## config.mk

```make
export PLATFORM = sky130hd
export DESIGN_NAME = xmdio_master
export DESIGN_NICKNAME = d
export VERILOG_FILES = /design/src/rtl/xmdio_pkg.sv /design/src/rtl/xmdio_clkdiv.sv /design/src/rtl/xmdio_shifter.sv /design/src/rtl/xmdio_seq.sv /design/src/rtl/xmdio_master.sv
export SDC_FILE = /design/constraint.sdc
export NUM_CORES = 1
export LEC_CHECK = 0
export ABC_AREA = 1
export ABC_CLOCK_PERIOD_IN_PS = 5600
export BUFFER_PORTS_ARGS = -buffer_cell sky130_fd_sc_hd__buf_2
export CAP_MARGIN = 20
export CORE_MARGIN = 2
export CORE_UTILIZATION = 62
export CTS_BUF_LIST = sky130_fd_sc_hd__clkbuf_16
export DETAILED_ROUTE_END_ITERATION = 12
export PLACE_DENSITY_LB_ADDON = 0.08
export SETUP_SLACK_MARGIN = 0.4
export SYNTH_ARGS = -nofsm -noshare
export SYNTH_HDL_FRONTEND = slang
export SYNTH_SLANG_ARGS = --single-unit
```

## constraint.sdc

```tcl
create_clock -name clk -period 5.6 [get_ports clk]
set_clock_uncertainty 0.2 [all_clocks]
set_input_delay 0.28 -clock clk [delete_from_list [all_inputs] [get_ports clk]]
set_output_delay 0.28 -clock clk [all_outputs]
set_load 0.05 [all_outputs]
```

## src/rtl/xmdio_pkg.sv

```systemverilog
package xmdio_pkg;

    localparam int FRAME_W  = 64;
    localparam int PRE_W    = 32;
    localparam int TA_POS   = 17;
    localparam int DATA_MSB = 15;

    localparam int BIT_BUSY   = 30;
    localparam int BIT_RVALID = 29;
    localparam int CODE_LSB   = 26;
    localparam int DEV_LSB    = 21;
    localparam int PORT_LSB   = 16;

    localparam logic [2:0] CODE_WR = 3'b101;
    localparam logic [2:0] CODE_RD = 3'b111;

    typedef enum logic [1:0] {
        FOP_ADDR  = 2'b00,
        FOP_WRITE = 2'b01,
        FOP_READ  = 2'b11
    } frame_op_e;

    typedef enum logic [1:0] {
        SQ_IDLE,
        SQ_ADDR,
        SQ_DATA
    } seq_state_e;

    typedef struct packed {
        logic [2:0]  code;
        logic [4:0]  dev;
        logic [4:0]  port;
        logic [15:0] data;
    } cmd_t;

    function automatic logic [FRAME_W-1:0] make_frame(
        input frame_op_e   op,
        input logic [4:0]  port,
        input logic [4:0]  dev,
        input logic [15:0] data
    );
        return {{PRE_W{1'b1}}, 2'b00, op, port, dev, 2'b10, data};
    endfunction

    function automatic logic code_ok(input logic [2:0] c);
        return (c == CODE_WR) || (c == CODE_RD);
    endfunction

endpackage

```

## src/rtl/xmdio_clkdiv.sv

```systemverilog
module xmdio_clkdiv #(
    parameter int DIV_HALF = 2
) (
    input  logic clk,
    input  logic rst,
    output logic mdc,
    output logic rise_tk,
    output logic fall_tk
);
    localparam int CW = (DIV_HALF > 1) ? $clog2(DIV_HALF) : 1;

    logic [CW-1:0] cnt_q;
    logic          wrap;

    assign wrap    = (cnt_q == CW'(DIV_HALF - 1));
    assign rise_tk = wrap & ~mdc;
    assign fall_tk = wrap & mdc;

    always_ff @(posedge clk) begin
        if (rst) begin
            cnt_q <= '0;
            mdc   <= 1'b0;
        end else if (wrap) begin
            cnt_q <= '0;
            mdc   <= ~mdc;
        end else begin
            cnt_q <= cnt_q + 1'b1;
        end
    end
endmodule

```

## src/rtl/xmdio_shifter.sv

```systemverilog
module xmdio_shifter
    import xmdio_pkg::*;
(
    input  logic               clk,
    input  logic               rst,
    input  logic               rise_tk,
    input  logic               fall_tk,
    input  logic               start,
    input  logic [FRAME_W-1:0] frame,
    input  logic               rd_mode,
    input  logic               mdio_i,
    output logic               mdio_o,
    output logic               mdio_oe,
    output logic               done,
    output logic [15:0]        rdata
);
    localparam int PW = $clog2(FRAME_W);

    logic [FRAME_W-1:0] sreg_q;
    logic [PW-1:0]      pos_q;
    logic               pend_q;
    logic               act_q;
    logic               rd_q;

    assign mdio_o  = act_q & sreg_q[pos_q];
    assign mdio_oe = act_q & ~(rd_q & (pos_q <= PW'(TA_POS)));

    always_ff @(posedge clk) begin
        if (rst) begin
            sreg_q <= '0;
            pos_q  <= '0;
            pend_q <= 1'b0;
            act_q  <= 1'b0;
            rd_q   <= 1'b0;
            done   <= 1'b0;
            rdata  <= '0;
        end else begin
            done <= 1'b0;
            if (start && !pend_q && !act_q) begin
                sreg_q <= frame;
                rd_q   <= rd_mode;
                pend_q <= 1'b1;
            end
            if (fall_tk) begin
                if (pend_q) begin
                    pend_q <= 1'b0;
                    act_q  <= 1'b1;
                    pos_q  <= PW'(FRAME_W - 1);
                end else if (act_q) begin
                    if (pos_q == '0) begin
                        act_q <= 1'b0;
                        done  <= 1'b1;
                    end else begin
                        pos_q <= pos_q - 1'b1;
                    end
                end
            end
            if (rise_tk && act_q && rd_q && (pos_q <= PW'(DATA_MSB))) begin
                rdata[pos_q[3:0]] <= mdio_i;
            end
        end
    end
endmodule

```

## src/rtl/xmdio_seq.sv

```systemverilog
module xmdio_seq
    import xmdio_pkg::*;
(
    input  logic               clk,
    input  logic               rst,
    input  logic               wr_cmd,
    input  logic               wr_addr,
    input  logic [28:0]        wdata,
    input  logic               sh_done,
    input  logic [15:0]        sh_rdata,
    output logic               busy,
    output logic               rvalid,
    output cmd_t               cmd_q,
    output logic [15:0]        addr_q,
    output logic               sh_start,
    output logic [FRAME_W-1:0] sh_frame,
    output logic               sh_rd
);
    seq_state_e st_q;
    logic       accept;
    logic       is_rd;

    assign accept = wr_cmd && (st_q == SQ_IDLE) && code_ok(wdata[CODE_LSB +: 3]);
    assign is_rd  = (cmd_q.code == CODE_RD);
    assign busy   = (st_q != SQ_IDLE);

    always_comb begin
        if (st_q == SQ_IDLE) begin
            sh_frame = make_frame(FOP_ADDR, wdata[PORT_LSB +: 5],
                                  wdata[DEV_LSB +: 5], addr_q);
        end else begin
            sh_frame = make_frame(is_rd ? FOP_READ : FOP_WRITE,
                                  cmd_q.port, cmd_q.dev, cmd_q.data);
        end
        sh_start = accept || ((st_q == SQ_ADDR) && sh_done);
        sh_rd    = (st_q == SQ_ADDR) && is_rd;
    end

    always_ff @(posedge clk) begin
        if (rst) begin
            st_q   <= SQ_IDLE;
            cmd_q  <= '0;
            addr_q <= '0;
            rvalid <= 1'b0;
        end else begin
            if (wr_addr) begin
                addr_q <= wdata[15:0];
            end
            unique case (st_q)
                SQ_IDLE: begin
                    if (accept) begin
                        cmd_q.code <= wdata[CODE_LSB +: 3];
                        cmd_q.dev  <= wdata[DEV_LSB +: 5];
                        cmd_q.port <= wdata[PORT_LSB +: 5];
                        cmd_q.data <= wdata[15:0];
                        rvalid     <= 1'b0;
                        st_q       <= SQ_ADDR;
                    end
                end
                SQ_ADDR: begin
                    if (sh_done) st_q <= SQ_DATA;
                end
                SQ_DATA: begin
                    if (sh_done) begin
                        st_q <= SQ_IDLE;
                        if (is_rd) begin
                            cmd_q.data <= sh_rdata;
                            rvalid     <= 1'b1;
                        end
                    end
                end
                default: st_q <= SQ_IDLE;
            endcase
        end
    end
endmodule

```

## src/rtl/xmdio_master.sv

```systemverilog
module xmdio_master
    import xmdio_pkg::*;
#(
    parameter int DIV_HALF = 2,
    parameter int OFS_W    = 4,
    parameter int OFS_CMD  = 0,
    parameter int OFS_ADR  = 8
) (
    input  logic             clk,
    input  logic             rst,
    input  logic             reg_wr,
    input  logic [OFS_W-1:0] reg_addr,
    input  logic [31:0]      reg_wdata,
    output logic [31:0]      reg_rdata,
    output logic             mdc,
    output logic             mdio_o,
    output logic             mdio_oe,
    input  logic             mdio_i
);
    logic               rise_tk, fall_tk;
    logic               sel_cmd, sel_adr;
    logic               busy, rvalid;
    cmd_t               cmd_q;
    logic [15:0]        addr_q;
    logic               sh_start, sh_rd, sh_done;
    logic [FRAME_W-1:0] sh_frame;
    logic [15:0]        sh_rdata;

    assign sel_cmd = (reg_addr == OFS_W'(OFS_CMD));
    assign sel_adr = (reg_addr == OFS_W'(OFS_ADR));

    xmdio_clkdiv #(.DIV_HALF(DIV_HALF)) u_div (
        .clk     (clk),
        .rst     (rst),
        .mdc     (mdc),
        .rise_tk (rise_tk),
        .fall_tk (fall_tk)
    );

    xmdio_seq u_seq (
        .clk      (clk),
        .rst      (rst),
        .wr_cmd   (reg_wr && sel_cmd),
        .wr_addr  (reg_wr && sel_adr),
        .wdata    (reg_wdata[28:0]),
        .sh_done  (sh_done),
        .sh_rdata (sh_rdata),
        .busy     (busy),
        .rvalid   (rvalid),
        .cmd_q    (cmd_q),
        .addr_q   (addr_q),
        .sh_start (sh_start),
        .sh_frame (sh_frame),
        .sh_rd    (sh_rd)
    );

    xmdio_shifter u_shf (
        .clk     (clk),
        .rst     (rst),
        .rise_tk (rise_tk),
        .fall_tk (fall_tk),
        .start   (sh_start),
        .frame   (sh_frame),
        .rd_mode (sh_rd),
        .mdio_i  (mdio_i),
        .mdio_o  (mdio_o),
        .mdio_oe (mdio_oe),
        .done    (sh_done),
        .rdata   (sh_rdata)
    );

    always_comb begin
        if (sel_cmd) begin
            reg_rdata = {1'b0, busy, rvalid, cmd_q.code, cmd_q.dev,
                         cmd_q.port, cmd_q.data};
        end else if (sel_adr) begin
            reg_rdata = {16'h0000, addr_q};
        end else begin
            reg_rdata = '0;
        end
    end
endmodule

```

== After elaboration in Yosys (flattened, before gate mapping) ==
Cells that the tools add are included.
Storage, ports and cells
  register bits: 140
  bits of input ports: 40
  output and inout port bits: 35
  logic and storage cells: 102
Cells by class
  add/subtract/negate cells: 2
  order comparisons: 5
  equal/unequal tests: 11
  muxes and demuxes: 31
  bitwise logic cells: 9
  reduce and logical (&&, ||, !) cells: 28
Operators with widths (number)
  two-way mux 16 bit: 4
  one-hot mux 16 bit (2 select lines): 1
  two-way mux 31 bit: 1
  two-way mux 30 bit: 1
  two-way mux 6 bit: 3
  bitwise mux 16 bit: 1
  logical AND 1 bit: 12
  two-way mux 1 bit: 12
  != test 2 x 1 -> 1 bit (second input constant): 5
  == test 3 bit (second input constant): 3
  two-way mux 2 bit: 4
  < comparator 6 x 7 -> 1 bit (second input constant): 1
  binary-select mux 1 bit (select 6 bit): 1
  less-or-equal comparator 6 x 4 -> 1 bit (second input constant): 1
  less-or-equal comparator 6 x 5 -> 1 bit (second input constant): 1
  logical NOT 6 bit: 1
  one-hot mux 2 bit (3 select lines): 1
  AND reduction 3 bit: 2
  nonzero test 2 bit: 3
  subtractor 6 x 1 -> 6 bit (second input constant): 1
  bitwise AND 1 bit: 5
  < comparator 4 x 5 -> 1 bit (second input constant): 1
  demux 1 bit (select 4 bit): 1
  == test 4 bit (second input constant): 1
  14 further kinds: 19

== Longest topological paths before layout ==
  depth after elaboration: 10
  gate-level depth with buffers: 13
  depth with buffers taken out: 12

== Modules after synthesis ==
A second synthesis with hierarchy kept.
Second synthesis, totals
  cells, all modules: 1107
  area, all modules: 7334.5 um^2
Modules (own cells, without submodules)
  xmdio_shifter: instances 1, cells an instance 594, area an instance 4108.9 um^2, seq. area each 1801.7 um^2
  xmdio_seq: instances 1, cells an instance 407, area an instance 2675.1 um^2, seq. area each 960.9 um^2
  xmdio_master: instances 1, cells an instance 95, area an instance 474.2 um^2, seq. area each 0.0 um^2
  xmdio_clkdiv: instances 1, cells an instance 11, area an instance 76.3 um^2, seq. area each 40.0 um^2

== Worst setup path before layout ==
No wires, ideal clock.
  path type: flip-flop to output port
  start: register u_shf.pos_q[0]
  end: output mdio_oe
  arrival time: 2.192 ns
  data required time: 5.120 ns
  path slack: 2.928 ns
  cell stages (with the launch flop): 10
  buffers on the path: 2
  path through: dfxtp_1 buf_2 clkinv_1 clkbuf_1 ha_1 inv_1 nor2_1 inv_1 o211ai_1 a31oi_1
Between the ends
  cells in the longest elaborated chain, start to end: 4
RTL lines
  start: declaration: line xmdio_shifter.sv:20  | logic [PW-1:0] pos_q;
  start signal: assignment: line xmdio_shifter.sv:48  | pos_q <= PW'(FRAME_W - 1);
  start signal: assignment: line xmdio_shifter.sv:54  | pos_q <= pos_q - 1'b1;
  less-or-equal comparator 6 x 5 -> 1 bit: line xmdio_shifter.sv:26  | assign mdio_oe = act_q & ~(rd_q & (pos_q <= PW'(TA_POS)));
  bitwise AND 1 bit: line xmdio_shifter.sv:26
  NOT 1 bit: line xmdio_shifter.sv:26
  bitwise AND 1 bit: line xmdio_shifter.sv:26
  end: declaration: line xmdio_master.sv:17  | output logic mdio_oe,
Every way passes these cells.

== Worst setup path after layout ==
Ends and elaborated chain as after synthesis.

==> results.txt <==
Outcome: finished, final reports clean
Ant. Diodes: 0
Clock transition at path regs: 0.07 ns
Routability congestion estimate from global placement: 0.872
WP data arrival: 3.06 ns
Data required time of the worst path: 5.12 ns
Slowest CP cell: dfxtp_1
Largest net degree at the start of global routing: 74
Fraction of layout cells with a size suffix above 1: 0.113
CTS Root Cell: clkbuf_16
Grt ovf: 0
DRT antenna net count: 0
Final Net Count: 860
Ports: 75
Longest Clk Path Bufs: 2
Global-route wire length before repair: 21000 um
Commonest non-fill, non-tap cell in the layout: nand2_1
Max-slew headroom: 0.295
Fin Setup TNS: 0 ns
CTS resizes: 0
PortBufs: 70
Power density cells: 254 mW/mm^2
Commonest cells after routing, fill and taps aside: 144 x nand2_1, 125 x a21oi_1, 105 x dfxtp_1
CP most frequent cell: inv_1
GRT Util Overall: 0.295
WL final: 12800 um
First-pass detailed-route iteration total: 5
Yosys top cell by area: dfxtp_1
HP Class: in -> reg
Post-Syn Area per Cell: 6.57 um^2
Max cap viols: 0
Post-synth EDFFs: 0
Slew @ Worst Pin: 1.05 ns
Core area: 0.00809 mm^2
Cell area after synthesis: 0.00512 mm^2
Rows: 33
Synth top area cells: dfxtp_1 41%, a21oi_1 12%, nand2_1 11%, o21ai_0 8.7%, nor2_1 7.3%
Maximum VDD drop: 0.188 mV
Cells after synthesis: 780
WL per Instance: 13.8 um
Sequential area share after synthesis: 0.410
TritonCTS clock tree: built
Synthesis-to-layout area growth: 12.4%
Mapped Nets: 824
1st-iter DRT viols: 363
Critical path fanouts, max: 19
Hold Buf Count CTS: 0
Vias in the first global route: 4485
Fin crit period: 3.54 ns
# Post-CTS Setup Buffers: 0
Final Hold Viols: 0
FF+latch count, synth: 105
DRC Markers: 0
Fmax: 282 MHz
Initial Utilization: 0.633
RSZ-0062 raised after global routing: false
Power, Total: 1.46 mW
Via count: 5068
Die H: 94.9 um
Period utilization: 0.632
Predominant post-synthesis flop cell: dfxtp_1
Setup crit end kind: output pin
Sink count of the clock tree: 105
Yosys Warn Count: 0
Netlist cell types: 26
Slew Viols, Final: 0
Die area: 0.00900 mm^2
Die X: 94.9 um
Via density: 5.47
Antenna violations before repair: 0
CTS Buf Count: 9
Final setup viols: 0
Dpl hpwl: 8570 um
Max incr delay on CP: 0.79 ns
Leak: 2.32 nW
Critical path type: reg -> out
Share of the synthesized area in the top cell type: 0.410
Worst-Skew Late Latency: 0.34 ns
Crit start category: register
CP Cell Sequence: clkinv_1 -> ha_1 -> inv_1 -> nor2_1 -> inv_1 -> o211ai_1 -> a31oi_1 -> buf_2
# H-tree levels: 3
FFs w/ async S/R, synth: 0
metal layers:
| metal | track usage | part of all wire |
|---|---|---|
| met1 | 0.365 | 0.43 |
| met2 | 0.508 | 0.49 |
| met3 | 0.0646 | 0.060 |
| met4 | 0.0966 | 0.018 |
| met5 | 0 | 0 |
where the power goes:
| part | switching, mW | leakage (nW) | internal (mW) |
|---|---|---|---|
| sequential | 0.00319 | 0.847 | 0.752 |
| clock | 0.285 | 0.139 | 0.346 |
| combinational | 0.0516 | 1.33 | 0.0260 |
| total | 0.340 | 2.32 | 1.12 |
through the flow:
stage | instance area [um^2] | utilization | cells | setup slack, ns | hold WS [ns]
after floorplan | 5120 | - | 780 | 2.93 | 0.225
after global placement | 5410 | 0.669 | 908 | 2.43 | 0.239
after detailed placement | 5410 | 0.669 | 908 | 2.37 | 0.241
after CTS | 5710 | 0.705 | 924 | 2.10 | 0.0222
after global routing | 5760 | 0.711 | 926 | 1.84 | 0.0393
final | 5760 | 0.711 | 926 | 2.06 | 0.0248
final timing paths:
kind	from	slack [ns]	end	cells past startpoint
worst min register to register	u_shf.rdata[7]	0.25	u_shf.rdata[7]	2
worst max-delay path	u_shf.pos_q[0]	2.06	mdio_oe	8
worst max register to register	u_shf.pos_q[0]	2.44	u_shf.pos_q[3]	10
worst min-delay path	reg_wdata[27]	0.02	u_seq.cmd_q[27]	3
critical path, delay by kind of cell, from the launching register on:
kind            cells  cell delay, ns
buf+inv             4            1.17
simple gates        1            0.09
flops               1            0.79
compound gates      2            0.25
fa+ha+maj           1            0.42
synthesized netlist by cell type, types with 4 or more instances:
cell type,n
a21oi_1,125
clkbuf_1,40
nand3_1,55
nor3_1,4
o21ai_0,89
dfxtp_1,105
nand2_1,144
inv_1,84
ha_1,4
buf_4,4
nor2_1,100
flip-flops by register name (all words and copies together) (netlist names), 2 cells and up:
name,cells
u_shf.rdata,16
u_shf.pos_q,6
u_seq.st_q,2
u_shf.sreg_q,29
u_seq.addr_q,16
u_seq.cmd_q,29
cells by family after synthesis:
| logic type | Yosys count | share of synthesized area |
|---|---|---|
| compound gates | 225 | 0.224 |
| flops | 105 | 0.410 |
| fa+ha+maj | 4 | 0.00977 |
| buf+inv | 134 | 0.103 |
| other cells | 1 | 0.000732 |
| xor+xnor | 1 | 0.00171 |
| simple gates | 310 | 0.250 |
final cells by class:
class                   instances  area [um^2]
inverters                      86          323
well taps                     105          131
repair buffers                 73          405
fillers                       704         2340
flip-flops and latches        105         2100
multi-input cells             541         2500
clock buffers                   9          225
clock inverters                 7         71.3
Note: power is estimated with default switching activity, not from simulation.
